===== config.mk =====
export PLATFORM = sky130hd
export DESIGN_NAME = flash_erase_seq
export DESIGN_NICKNAME = d
export VERILOG_FILES = /design/src/rtl/flash_erase_pkg.sv /design/src/rtl/fe_spi_byte.sv /design/src/rtl/fe_seq_ctrl.sv /design/src/rtl/flash_erase_seq.sv
export SDC_FILE = /design/constraint.sdc
export NUM_CORES = 1
export LEC_CHECK = 0
export BUFFER_PORTS_ARGS = -buffer_cell sky130_fd_sc_hd__buf_2
export CAP_MARGIN = 20
export CORE_MARGIN = 1
export CORE_UTILIZATION = 50
export DETAILED_ROUTE_END_ITERATION = 10
export PLACE_DENSITY_LB_ADDON = 0.3
export RECOVER_POWER = 25
export SYNTH_ARGS = -nofsm -noshare
export SYNTH_HDL_FRONTEND = slang
export SYNTH_SLANG_ARGS = --single-unit

===== constraint.sdc =====
create_clock -name clk_i -period 2.3 [get_ports clk_i]
set_input_delay 0.23 -clock clk_i [delete_from_list [all_inputs] [get_ports clk_i]]
set_output_delay 0.23 -clock clk_i [all_outputs]
set_load 0.02 [all_outputs]

===== src/rtl/flash_erase_pkg.sv =====
package flash_erase_pkg;
  localparam logic [7:0] OPC_WREN  = 8'h06;
  localparam logic [7:0] OPC_RDSR  = 8'h05;
  localparam logic [7:0] OPC_SECT  = 8'h20;
  localparam logic [7:0] OPC_BLK_A = 8'h52;
  localparam logic [7:0] OPC_BLK_B = 8'hD8;
  localparam logic [7:0] OPC_DUMMY = 8'h00;

  localparam int unsigned ADDR_W   = 24;
  localparam int unsigned SECT_LSB = 12;
  localparam int unsigned BLK_LSB  = 15;

  typedef enum logic [2:0] {
    ST_IDLE,
    ST_WREN,
    ST_GAP,
    ST_ERASE,
    ST_STAT,
    ST_POLL
  } seq_st_e;
endpackage


===== src/rtl/fe_spi_byte.sv =====
module fe_spi_byte #(
  parameter int unsigned HALF_CYC = 2
) (
  input  logic       clk_i,
  input  logic       rst_ni,
  input  logic       go_i,
  input  logic [7:0] tx_i,
  input  logic       miso_i,
  output logic       sck_o,
  output logic       mosi_o,
  output logic       done_o,
  output logic       bit0_o
);
  localparam int unsigned CW = (HALF_CYC > 1) ? $clog2(HALF_CYC) : 1;

  logic [CW-1:0] div_q;
  logic [2:0]    bit_q;
  logic [7:0]    sh_q;
  logic          act_q, sck_q, done_q, smp_q;

  always_ff @(posedge clk_i or negedge rst_ni) begin
    if (!rst_ni) begin
      div_q  <= '0;
      bit_q  <= '0;
      sh_q   <= '0;
      act_q  <= 1'b0;
      sck_q  <= 1'b0;
      done_q <= 1'b0;
      smp_q  <= 1'b0;
    end else begin
      done_q <= 1'b0;
      if (go_i) begin
        sh_q  <= tx_i;
        act_q <= 1'b1;
        div_q <= '0;
        bit_q <= '0;
        sck_q <= 1'b0;
      end else if (act_q) begin
        if (div_q == CW'(HALF_CYC - 1)) begin
          div_q <= '0;
          if (!sck_q) begin
            sck_q <= 1'b1;
            smp_q <= miso_i;       // rising edge: sample
          end else begin
            sck_q <= 1'b0;         // falling edge: advance
            if (bit_q == 3'd7) begin
              act_q  <= 1'b0;
              done_q <= 1'b1;
            end else begin
              bit_q <= bit_q + 3'd1;
              sh_q  <= {sh_q[6:0], 1'b0};
            end
          end
        end else begin
          div_q <= div_q + 1'b1;
        end
      end
    end
  end

  assign sck_o  = sck_q;
  assign mosi_o = sh_q[7];
  assign done_o = done_q;
  assign bit0_o = smp_q;
endmodule


===== src/rtl/fe_seq_ctrl.sv =====
module fe_seq_ctrl
  import flash_erase_pkg::*;
#(
  parameter int unsigned CS_GAP_CYC = 4,
  parameter int unsigned POLL_LIMIT = 1024
) (
  input  logic              clk_i,
  input  logic              rst_ni,
  input  logic              start_i,
  input  logic [ADDR_W-1:0] addr_i,
  input  logic              size_blk_i,
  input  logic              blk_op_alt_i,
  input  logic              sh_done_i,
  input  logic              sh_bit0_i,
  output logic              go_o,
  output logic [7:0]        tx_o,
  output logic              cs_no,
  output logic              ready_o,
  output logic              done_o,
  output logic              err_o
);
  localparam int unsigned GW = $clog2(CS_GAP_CYC + 1);
  localparam int unsigned PW = $clog2(POLL_LIMIT + 1);
  localparam logic [ADDR_W-1:0] SECT_MASK = ~((ADDR_W'(1) << SECT_LSB) - ADDR_W'(1));
  localparam logic [ADDR_W-1:0] BLK_MASK  = ~((ADDR_W'(1) << BLK_LSB) - ADDR_W'(1));

  seq_st_e           st_q, nxt_q;
  logic [ADDR_W-1:0] addr_q;
  logic [7:0]        op_q, tx_q, addr_byte;
  logic [1:0]        idx_q;
  logic [GW-1:0]     gap_q;
  logic [PW-1:0]     poll_q;
  logic              go_q, cs_n_q, done_q, err_q, err_pend_q;

  always_comb begin
    unique case (idx_q)
      2'd0:    addr_byte = addr_q[23:16];
      2'd1:    addr_byte = addr_q[15:8];
      default: addr_byte = addr_q[7:0];
    endcase
  end

  always_ff @(posedge clk_i or negedge rst_ni) begin
    if (!rst_ni) begin
      st_q       <= ST_IDLE;
      nxt_q      <= ST_IDLE;
      addr_q     <= '0;
      op_q       <= '0;
      tx_q       <= '0;
      idx_q      <= '0;
      gap_q      <= '0;
      poll_q     <= '0;
      go_q       <= 1'b0;
      cs_n_q     <= 1'b1;
      done_q     <= 1'b0;
      err_q      <= 1'b0;
      err_pend_q <= 1'b0;
    end else begin
      go_q   <= 1'b0;
      done_q <= 1'b0;
      unique case (st_q)
        ST_IDLE: if (start_i) begin
          addr_q <= addr_i & (size_blk_i ? BLK_MASK : SECT_MASK);
          op_q   <= !size_blk_i ? OPC_SECT : (blk_op_alt_i ? OPC_BLK_B : OPC_BLK_A);
          err_q  <= 1'b0;
          cs_n_q <= 1'b0;
          go_q   <= 1'b1;
          tx_q   <= OPC_WREN;
          st_q   <= ST_WREN;
        end
        ST_WREN: if (sh_done_i) begin
          cs_n_q <= 1'b1;
          gap_q  <= '0;
          nxt_q  <= ST_ERASE;
          st_q   <= ST_GAP;
        end
        ST_GAP: begin
          if (gap_q == GW'(CS_GAP_CYC - 1)) begin
            if (nxt_q == ST_IDLE) begin
              done_q <= 1'b1;
              err_q  <= err_pend_q;
              st_q   <= ST_IDLE;
            end else begin
              cs_n_q <= 1'b0;
              go_q   <= 1'b1;
              idx_q  <= '0;
              tx_q   <= (nxt_q == ST_ERASE) ? op_q : OPC_RDSR;
              st_q   <= nxt_q;
            end
          end else begin
            gap_q <= gap_q + 1'b1;
          end
        end
        ST_ERASE: if (sh_done_i) begin
          if (idx_q == 2'd3) begin
            cs_n_q <= 1'b1;   // rising CE# starts the erase
            gap_q  <= '0;
            nxt_q  <= ST_STAT;
            st_q   <= ST_GAP;
          end else begin
            go_q  <= 1'b1;
            tx_q  <= addr_byte;
            idx_q <= idx_q + 2'd1;
          end
        end
        ST_STAT: if (sh_done_i) begin
          go_q   <= 1'b1;
          tx_q   <= OPC_DUMMY;
          poll_q <= '0;
          st_q   <= ST_POLL;
        end
        ST_POLL: if (sh_done_i) begin
          if (!sh_bit0_i || poll_q == PW'(POLL_LIMIT - 1)) begin
            err_pend_q <= sh_bit0_i;
            cs_n_q     <= 1'b1;
            gap_q      <= '0;
            nxt_q      <= ST_IDLE;
            st_q       <= ST_GAP;
          end else begin
            go_q   <= 1'b1;
            tx_q   <= OPC_DUMMY;
            poll_q <= poll_q + 1'b1;
          end
        end
        default: st_q <= ST_IDLE;
      endcase
    end
  end

  assign go_o    = go_q;
  assign tx_o    = tx_q;
  assign cs_no   = cs_n_q;
  assign ready_o = (st_q == ST_IDLE);
  assign done_o  = done_q;
  assign err_o   = err_q;
endmodule


===== src/rtl/flash_erase_seq.sv =====
module flash_erase_seq
  import flash_erase_pkg::*;
#(
  parameter int unsigned SCK_HALF_CYC = 2,
  parameter int unsigned CS_GAP_CYC   = 4,
  parameter int unsigned POLL_LIMIT   = 1024
) (
  input  logic              clk_i,
  input  logic              rst_ni,
  input  logic              start_i,
  input  logic [ADDR_W-1:0] addr_i,
  input  logic              size_blk_i,
  input  logic              blk_op_alt_i,
  output logic              ready_o,
  output logic              done_o,
  output logic              err_o,
  output logic              sck_o,
  output logic              cs_no,
  output logic              mosi_o,
  input  logic              miso_i
);
  logic       go, sh_done, sh_bit0;
  logic [7:0] tx;

  fe_seq_ctrl #(
    .CS_GAP_CYC (CS_GAP_CYC),
    .POLL_LIMIT (POLL_LIMIT)
  ) i_ctrl (
    .clk_i        (clk_i),
    .rst_ni       (rst_ni),
    .start_i      (start_i),
    .addr_i       (addr_i),
    .size_blk_i   (size_blk_i),
    .blk_op_alt_i (blk_op_alt_i),
    .sh_done_i    (sh_done),
    .sh_bit0_i    (sh_bit0),
    .go_o         (go),
    .tx_o         (tx),
    .cs_no        (cs_no),
    .ready_o      (ready_o),
    .done_o       (done_o),
    .err_o        (err_o)
  );

  fe_spi_byte #(
    .HALF_CYC (SCK_HALF_CYC)
  ) i_shift (
    .clk_i  (clk_i),
    .rst_ni (rst_ni),
    .go_i   (go),
    .tx_i   (tx),
    .miso_i (miso_i),
    .sck_o  (sck_o),
    .mosi_o (mosi_o),
    .done_o (sh_done),
    .bit0_o (sh_bit0)
  );
endmodule


Yosys cells after proc, flatten, opt, wreduce, memory -nomap -nowiden. Index checks and enable logic that the tools add are counted.

Flip-flop bits (word level): 83. Output and inout port bits: 6.

Add/subtract/negate cells: 5. Equality and inequality tests: 25. Muxes and demuxes: 95. Bitwise logic cells: 3. Reductions and logical operators: 28.

Operators by type and width (count): 2-to-1 mux 8 bit (16); 2-to-1 mux 3 bit (23); case mux 8 bit (5 select lines) (1); 2-to-1 mux 1 bit (38); 2-to-1 mux 11 bit (3); bitwise AND 24 bit (1); case mux 11 bit (2 select lines) (1); case mux 3 bit (6 select lines) (1); AND reduction 9 bit (2); inequality test 2 x 1 -> 1 bit (second input constant) (8); case mux 8 bit (2 select lines) (1); AND reduction 4 bit (4); 2-to-1 mux 15 bit (1); == test 3 x 2 -> 1 bit (second input constant) (4); inequality test 2 bit (second input constant) (6); case mux 3 bit (4 select lines) (1); nonzero test 2 bit (6); adder 11 x 1 -> 11 bit (second input constant) (1); == test 11 x 10 -> 1 bit (second input constant) (1); case mux 1 bit (5 select lines) (2); nonzero test 5 bit (2); == test 3 bit (second input constant) (3); case mux 3 bit (3 select lines) (1); 2-to-1 mux 2 bit (4); 21 further kinds (25).

Longest topological paths before layout. Gate-level depths: netlist of the first run.

Word-level depth: 6. Depth in mapped cells: 7. Mapped depth without buffers: 6.

By module. Synthesis of the first run repeated with hierarchy kept, for this count alone.

Cells, all modules: 337. Area total of the unflattened synthesis: 3450.8 um^2.

By module, submodules not included: fe_seq_ctrl (times used 1, cells each 268, area each 2717.6 um^2, sequential area each 1252.5 um^2); fe_spi_byte (times used 1, cells each 69, area each 733.2 um^2, sequential area each 400.4 um^2).

Worst setup path before layout of the first run. OpenSTA, ideal clock, no wires.

Path type: register -> register. Start point: register i_ctrl.poll_q[0]. End point: register i_ctrl.nxt_q[1]. Library setup time: 0.122 ns. Arrival: 1.885 ns. Data required time: 2.178 ns. Setup slack: 0.294 ns. Stages on the path, launching flop included: 7. Clock period less this slack: 2.006 ns. Cell sequence: dfrtp_1 -> ha_1 -> nand3_2 -> or4_1 -> buf_2 -> a221o_1 -> a32o_1.

Longest elaborated chain between the ends: 4.

Ends and longest elaborated chain: start: declaration (RTL line fe_seq_ctrl.sv:32) `logic [PW-1:0] poll_q;`; start signal: assignment (RTL line fe_seq_ctrl.sv:122) `poll_q <= poll_q + 1'b1;`; == test 11 x 10 -> 1 bit (RTL line fe_seq_ctrl.sv:113) `if (!sh_bit0_i || poll_q == PW'(POLL_LIMIT - 1)) begin`; logical OR 1 bit (RTL line fe_seq_ctrl.sv:113); inequality test 2 x 1 -> 1 bit (no source line); AND reduction 6 bit (no source line); end signal: assignment (RTL line fe_seq_ctrl.sv:74) `nxt_q <= ST_ERASE;`; end signal: assignment (RTL line fe_seq_ctrl.sv:98) `nxt_q <= ST_STAT;`; end signal: assignment (RTL line fe_seq_ctrl.sv:117) `nxt_q <= ST_IDLE;`; end: declaration (RTL line fe_seq_ctrl.sv:27) `seq_st_e st_q, nxt_q;`.

Every way passes these cells. A chain may end at the register's enable or synchronous reset.

Worst setup path after layout of the first run.
Start point: register i_ctrl.gap_q[0]. End point: register i_ctrl.tx_q[3], in the netlist i_ctrl.tx_o[3].

Longest elaborated chain between the ends: 3.

Ends and longest elaborated chain: start: declaration (RTL line fe_seq_ctrl.sv:31) `logic [GW-1:0] gap_q;`; start signal: assignment (RTL line fe_seq_ctrl.sv:91) `gap_q <= gap_q + 1'b1;`; == test 3 x 2 -> 1 bit (RTL line fe_seq_ctrl.sv:78) `if (gap_q == GW'(CS_GAP_CYC - 1)) begin`; inequality test 2 x 1 -> 1 bit (no source line); AND reduction 9 bit (no source line); end signal: assignment (RTL line fe_seq_ctrl.sv:87) `tx_q <= (nxt_q == ST_ERASE) ? op_q : OPC_RDSR;`; end signal: assignment (RTL line fe_seq_ctrl.sv:102) `tx_q <= addr_byte;`; end: declaration (RTL line fe_seq_ctrl.sv:29) `logic [7:0] op_q, tx_q, addr_byte;`.

Every way passes these cells.

==> out/metrics.cfg, run 1 <==
[outcome]
status=finished clean

[clock_network]
htreeDepth=3
clock_tree.buffer_depth=2
clk_pin_slew_ns=0.07
insertion_delay_ns=0.35
clock-root-buffer=clkbuf_8
clock_sinks=66
cts_buffers=9
cts_tree=yes

[synthesis]
syn_nets=355
synth.area.top_cells=dfrtp_1, mux2_2, a21oi_1, o21ai_0, ha_1
synthArstFlopShare=1.00
yosysUniqueCellTypes=55
synth_edf_count=0
yosysTopAreaCellShare=0.490
syn_avg_cell_area_um2=10.5
synthCells=317
synth_seq_cells=66
syn-cell-area_mm2=0.00332
synth_ff_type=dfrtp_1
seq_area_frac_synth=0.498
post-synth-top-area-cell=dfrtp_1
yosysWarnings=0

[floorplan]
ios=36
floorplan.initialDensity=0.520
dieArea_mm2=0.00697
die_w_um=83.5
die_height_um=83.5
row_count=29
core_mm2=0.00639

[placed_design]
port_buffers=23
place_hpwl_um=4560
place.gp.congestion=0.853

[cells_and_area]
drive_above_1_share=0.229
mostFrequentLayoutCells=dfrtp_1, a21oi_1, mux2_2, o21ai_0
final_common_cell=dfrtp_1
fillers=551
regArea_mm2=0.00165
num_antenna_cells=0
multi_input_area_mm2=0.00156
layout.nets=391
area_growth_pct=15.2

[setup_path]
critPathLaunchType=flop
path_class=reg2reg
crit_required_ns=2.53
cp_max_fo=9
crit_arrival_ns=2.32
worstSetupEndpointType=flop

[sta]
slew_headroom=0.00392
tns_ns=0
rsz0062_at_grt=false
finalCritPeriodShare=0.909
slew_viol_final=0
fin_hold_ws_ns=0.108
max_freq_ghz=0.478
setup_violations=0
skew_ns=0.00489
tightest_slew_ns=1.49
hold_viol_final=0
period_needed_ns=2.09

[global_routing]
grt_pass1_vias=2512
use_met3=0.0465
grt.total_usage=0.210
grt_first_pass_wirelength_um=11600
grt-busiest-layer=met2
grt_overflow=0
antenna_found_initial=0
globalRouteMet2Util=0.321
grtUsageMet1=0.286
grt_max_degree=43

[routing]
routedWlPerCell_um=15.1
drt-pass1-iter-count=4
drc=0
first_iter_violations=140
final_antenna_net_count=0
wirelength_um=6580
via_per_inst=5.76
num_vias=2505

[pwr]
power_density_mw_per_mm2=568
vdd_ir_drop_max_v=0.000350
leakage_nw=1.69

[hold_path]
hold_class=in2reg

[run]
cap_violations=0

[kinds of logic after synthesis]
| kind of cell | synth area share |
|---|---|
| compound gates | 0.184 |
| xor+xnor | 0.00527 |
| fa+ha+maj | 0.0301 |
| buf+inv | 0.0365 |
| flops | 0.498 |
| mux | 0.0923 |
| simple gates | 0.154 |
[layout make-up]
type                    instances  share of cell area
flip-flops and latches         66               0.432
clock inverters                 5              0.0141
clock buffers                  11              0.0369
multi-input cells             219               0.407
inverters                      15              0.0147
well taps                      77              0.0252
repair buffers                 42              0.0700
[stage by stage]
step                 util  setup WS (ns)  area (um2)  instances  total power, mW
finish              0.599          0.208        3830        435             2.18
global route        0.599         0.0642        3830        435             2.24
CTS                 0.598          0.148        3820        435             2.20
detailed placement  0.566          0.164        3620        418             1.23
global placement    0.566          0.188        3620        418             1.23
floorplan               -          0.294        3320        317             1.19
[final timing paths]
path	endpoint	from	slack [ns]	cells after the start
worst max-delay path	i_ctrl.tx_o[3]	i_ctrl.gap_q[0]	0.21	6
worst min-delay path	i_ctrl.addr_q[23]	addr_i[23]	0.11	2
worst max register to register	i_ctrl.tx_o[3]	i_ctrl.gap_q[0]	0.21	6
worst min register to register	i_ctrl.addr_q[12]	i_ctrl.addr_q[12]	0.48	2
max in group asynchronous	i_shift.sh_q[3]	rst_ni	0.65	3
min in group asynchronous	i_ctrl.poll_q[5]	rst_ni	0.78	2
[flip-flops by register name, indices dropped and copies added (netlist names), 2 cells and up]
register / cells
i_shift.sh_q: 8
i_ctrl.op_q: 4
i_ctrl.nxt_q: 2
i_shift.bit_q: 3
i_ctrl.poll_q: 11
i_ctrl.gap_q: 3
i_ctrl.addr_q: 12
i_ctrl.tx_o: 8
i_ctrl.idx_q: 2
i_ctrl.st_q: 3
[what timing repair did]
action                                  CTS  global route
hold buffers                              1             0
hold endpoints to repair                 23             0
setup buffers                             0             0
gates resized for setup                   0             1
endpoints found under the setup margin    0             3
[critical path, cell delays in order (launching register included)]
cell	delay [ns]
dfrtp_1	0.41
ha_1	0.21
ha_1	0.19
nor4bb_1	0.15
a32oi_1	0.39
o2111ai_4	0.28
mux2_2	0.34
[synth_stat cells (8+ instances only)]
| cell type | n |
|---|---|
| a21oi_1 | 23 |
| o21ai_0 | 21 |
| inv_1 | 15 |
| nand3_1 | 9 |
| nand2_1 | 19 |
| ha_1 | 8 |
| clkbuf_1 | 12 |
| nor2_1 | 17 |
| mux2_2 | 21 |
| dfrtp_1 | 65 |
[report_power, final]
part | leakage (nW) | switching (mW) | total (mW) | internal (mW)
logic | 0.708 | 0.0284 | 0.0462 | 0.0178
clock network | 0.103 | 0.441 | 0.967 | 0.526
registers | 0.875 | 0.00146 | 1.16 | 1.16
total | 1.69 | 0.470 | 2.18 | 1.71
[per-layer routing]
layer / vias up / wire (um)
met4: 0 / 116
li1: 1239 / -
met3: 12 / 208
met2: 43 / 3080
met5: - / 0
met1: 1211 / 3170
Power figures use the tool's default switching activity.
==> run 2: changes to the inputs <==
--- a/config.mk
+++ b/config.mk
@@ -10,7 +10,7 @@
 export CORE_MARGIN = 1
 export CORE_UTILIZATION = 50
 export DETAILED_ROUTE_END_ITERATION = 10
-export PLACE_DENSITY_LB_ADDON = 0.3
+export PLACE_DENSITY = 0.68
 export RECOVER_POWER = 25
 export SYNTH_ARGS = -nofsm -noshare
 export SYNTH_HDL_FRONTEND = slang
==> constraint.sdc (replaced) <==
create_clock -name clk_i -period 2.5 [get_ports clk_i]
set_input_delay 0.25 -clock clk_i [delete_from_list [all_inputs] [get_ports clk_i]]
set_output_delay 0.25 -clock clk_i [all_outputs]
set_load 0.02 [all_outputs]
==> run 2 against run 1 <==
Total power fell by 8.0%. Critical path type unchanged. The flow now finishes with violations (capacitance limit, slew limit). Via count up 1.2%. Global-route usage grew 0.46 points.
==> out/metrics.cfg, run 2 (same netlist as run 1, synthesis figures left out) <==
[outcome]
status=complete, but fails checks  ; was finished clean
violations=capacitance limit, slew limit

[sta]
fin_hold_ws_ns=0.138  ; was 0.108 ns
slew_viol_final=37  ; was 0
skew_ns=0.00751  ; was 0.00489 ns
rsz0062_at_grt=false  ; unchanged
setup_violations=0  ; unchanged
finalCritPeriodShare=0.874  ; was 0.909
period_needed_ns=2.18  ; was 2.09 ns
hold_viol_final=0  ; unchanged
tns_ns=0  ; unchanged
tightest_slew_ns=1.95  ; was 1.49 ns
slew_headroom=-0.298  ; was 0.00392
max_freq_ghz=0.458  ; was 0.478 GHz

[pwr]
leakage_nw=1.68  ; was 1.69 nW
vdd_ir_drop_max_v=0.000366  ; was 0.000350 V
power_density_mw_per_mm2=528  ; was 568 mW/mm2

[hold_path]
hold_class=in2reg  ; unchanged
min_to=i_ctrl.addr_q[23]  ; unchanged
min_path_cells=2  ; unchanged
min_from=addr_i[23]  ; unchanged

[global_routing]
grtUsageMet1=0.291  ; was 0.286
use_met3=0.0623  ; was 0.0465
globalRouteMet2Util=0.328  ; was 0.321
grt-busiest-layer=met2  ; unchanged
grt_first_pass_wirelength_um=11800  ; was 11,600 um
grt_pass1_vias=2488  ; was 2,512
grt.total_usage=0.215  ; was 0.210
grt_max_degree=37  ; was 43
grt_overflow=0  ; unchanged
antenna_found_initial=0  ; unchanged

[setup_path]
worstSetupEndpointType=flop  ; unchanged
path_class=reg2reg  ; unchanged
crit_required_ns=2.72  ; was 2.53 ns
crit_family=compound AO/OA/AOI/OAI gates  ; unchanged
worst_r2r_endpoint=i_ctrl.tx_o[7]  ; was i_ctrl.tx_o[3]
critPathMaxStageDelay_ns=0.41  ; about the same
critPathLaunchType=flop  ; unchanged
crit_top_cell=ha_1  ; unchanged
timing.critical_path.cells=ha_1, ha_1, nor4bb_1, a32oi_1, o2111ai_2, mux2_2  ; was ha_1, ha_1, nor4bb_1, a32oi_1, o2111ai_4, mux2_2
reg2reg_from=i_ctrl.gap_q[0]  ; unchanged
slowest_stage=dfrtp_1  ; unchanged
crit_arrival_ns=2.40  ; was 2.32 ns
r2r_setup_slack_ns=0.32  ; was 0.21 ns
cp_max_fo=9  ; unchanged
reg2reg_depth=6  ; unchanged
worst-path-buf-inv=0  ; unchanged

[routing]
via_per_inst=5.85  ; was 5.76
first_iter_violations=134  ; was 140
num_vias=2534  ; was 2,505
routedWlPerCell_um=15.3  ; was 15.1 um
final_antenna_net_count=0  ; unchanged
drt-pass1-iter-count=4  ; unchanged
wirelength_um=6630  ; was 6580 um
drc=0  ; unchanged

[cells_and_area]
final_common_cell=dfrtp_1  ; unchanged
num_antenna_cells=0  ; unchanged
multi_input_area_mm2=0.00155  ; was 0.00156 mm2
mostFrequentLayoutCells=dfrtp_1, a21oi_1, buf_2, mux2_2, o21ai_0  ; was dfrtp_1, a21oi_1, mux2_2, o21ai_0
area_growth_pct=14.0  ; was 15.2%
final_core_util=0.593  ; was 0.599
largest_registers=i_ctrl.addr_q: 12 flops, i_ctrl.poll_q: 11 flops  ; unchanged
largest_register=i_ctrl.addr_q  ; unchanged
layout.nets=389  ; was 391
regArea_mm2=0.00165  ; unchanged
fillers=553  ; was 551
drive_above_1_share=0.228  ; was 0.229
largest_register_ffs=12  ; unchanged

[clock_network]
clock_sinks=66  ; unchanged
htreeDepth=3  ; unchanged
cts_hold_buf=0  ; was 1
clock-root-buffer=clkbuf_8  ; unchanged
postCtsSetupBuffers=0  ; unchanged
insertion_delay_ns=0.34  ; was 0.35 ns
cts_buffers=9  ; unchanged
clock_tree.buffer_depth=2  ; unchanged
cts_tree=yes  ; unchanged
ctsResizeCount=0  ; unchanged
clk_pin_slew_ns=0.07  ; about the same

[placed_design]
place.gp.congestion=0.777  ; was 0.853
place_hpwl_um=4630  ; was 4560 um
port_buffers=23  ; unchanged

[floorplan]
dieArea_mm2=0.00697  ; unchanged
row_count=29  ; unchanged
ios=36  ; unchanged
floorplan.initialDensity=0.520  ; unchanged
die_height_um=83.5  ; unchanged
core_mm2=0.00639  ; unchanged
die_w_um=83.5  ; unchanged

[run]
cap_violations=1  ; was 0

## run 2: cell types whose count changed in the layout (fill, tap and decap cells not counted), sizes merged
cell,before,now
buf,37,38
clkbuf,15,16
clkinv,4,1
dlygate4sd3,1,0
## run 2: how the worst max path moves through the flow
stage                            endpoint  cells past startpoint        startpoint
after global routing       i_ctrl.tx_o[7]                      4    i_ctrl.st_q[2]
after CTS                  i_ctrl.tx_o[7]                      6   i_ctrl.gap_q[0]
final                      i_ctrl.tx_o[7]                      6   i_ctrl.gap_q[0]
after floorplan           i_ctrl.nxt_q[1]                      6  i_ctrl.poll_q[0]
after global placement     i_ctrl.tx_o[6]                      6   i_ctrl.gap_q[0]
after detailed placement   i_ctrl.tx_o[7]                      6   i_ctrl.gap_q[0]
## run 2: worst reg2reg max path, cell delays in order (launching register included)
cell and delay [ns]:
dfrtp_1 0.41, ha_1 0.21, ha_1 0.19, nor4bb_1 0.17, a32oi_1 0.35, o2111ai_2 0.36, mux2_2 0.38
## run 2: per-stage QoR
stage	power (mW)	std cells	setup WS [ns]	cell area (um2)
3_3_place_gp	1.13	417	0.354	3600
6_report	2.00	433	0.315	3790
5_1_grt	2.08	433	0.250	3790
2_1_floorplan	1.09	317	0.494	3320
4_1_cts	2.03	433	0.333	3790
3_5_place_dp	1.13	417	0.349	3600
## run 2: cell type report
| class | count | area share |
|---|---|---|
| timing repair buffer | 40 | 0.0627 |
| multi-input combinational | 219 | 0.409 |
| tap | 77 | 0.0254 |
| clock buffer | 14 | 0.0429 |
| inverter | 15 | 0.0149 |
| sequential | 66 | 0.436 |
| clock inverter | 2 | 0.00925 |
## run 2: power by group
group	leakage, nW	switching, mW	total [mW]	internal (mW)
sequential	0.875	0.00110	1.07	1.07
clock	0.101	0.376	0.891	0.515
combinational	0.704	0.0260	0.0406	0.0146
total	1.68	0.403	2.00	1.60
## run 2: layer usage
metal / up-vias / wire [um]
li1: 1240 / -
met1: 1214 / 3080
met2: 70 / 3100
met3: 10 / 328
met4: 0 / 114
met5: - / 0
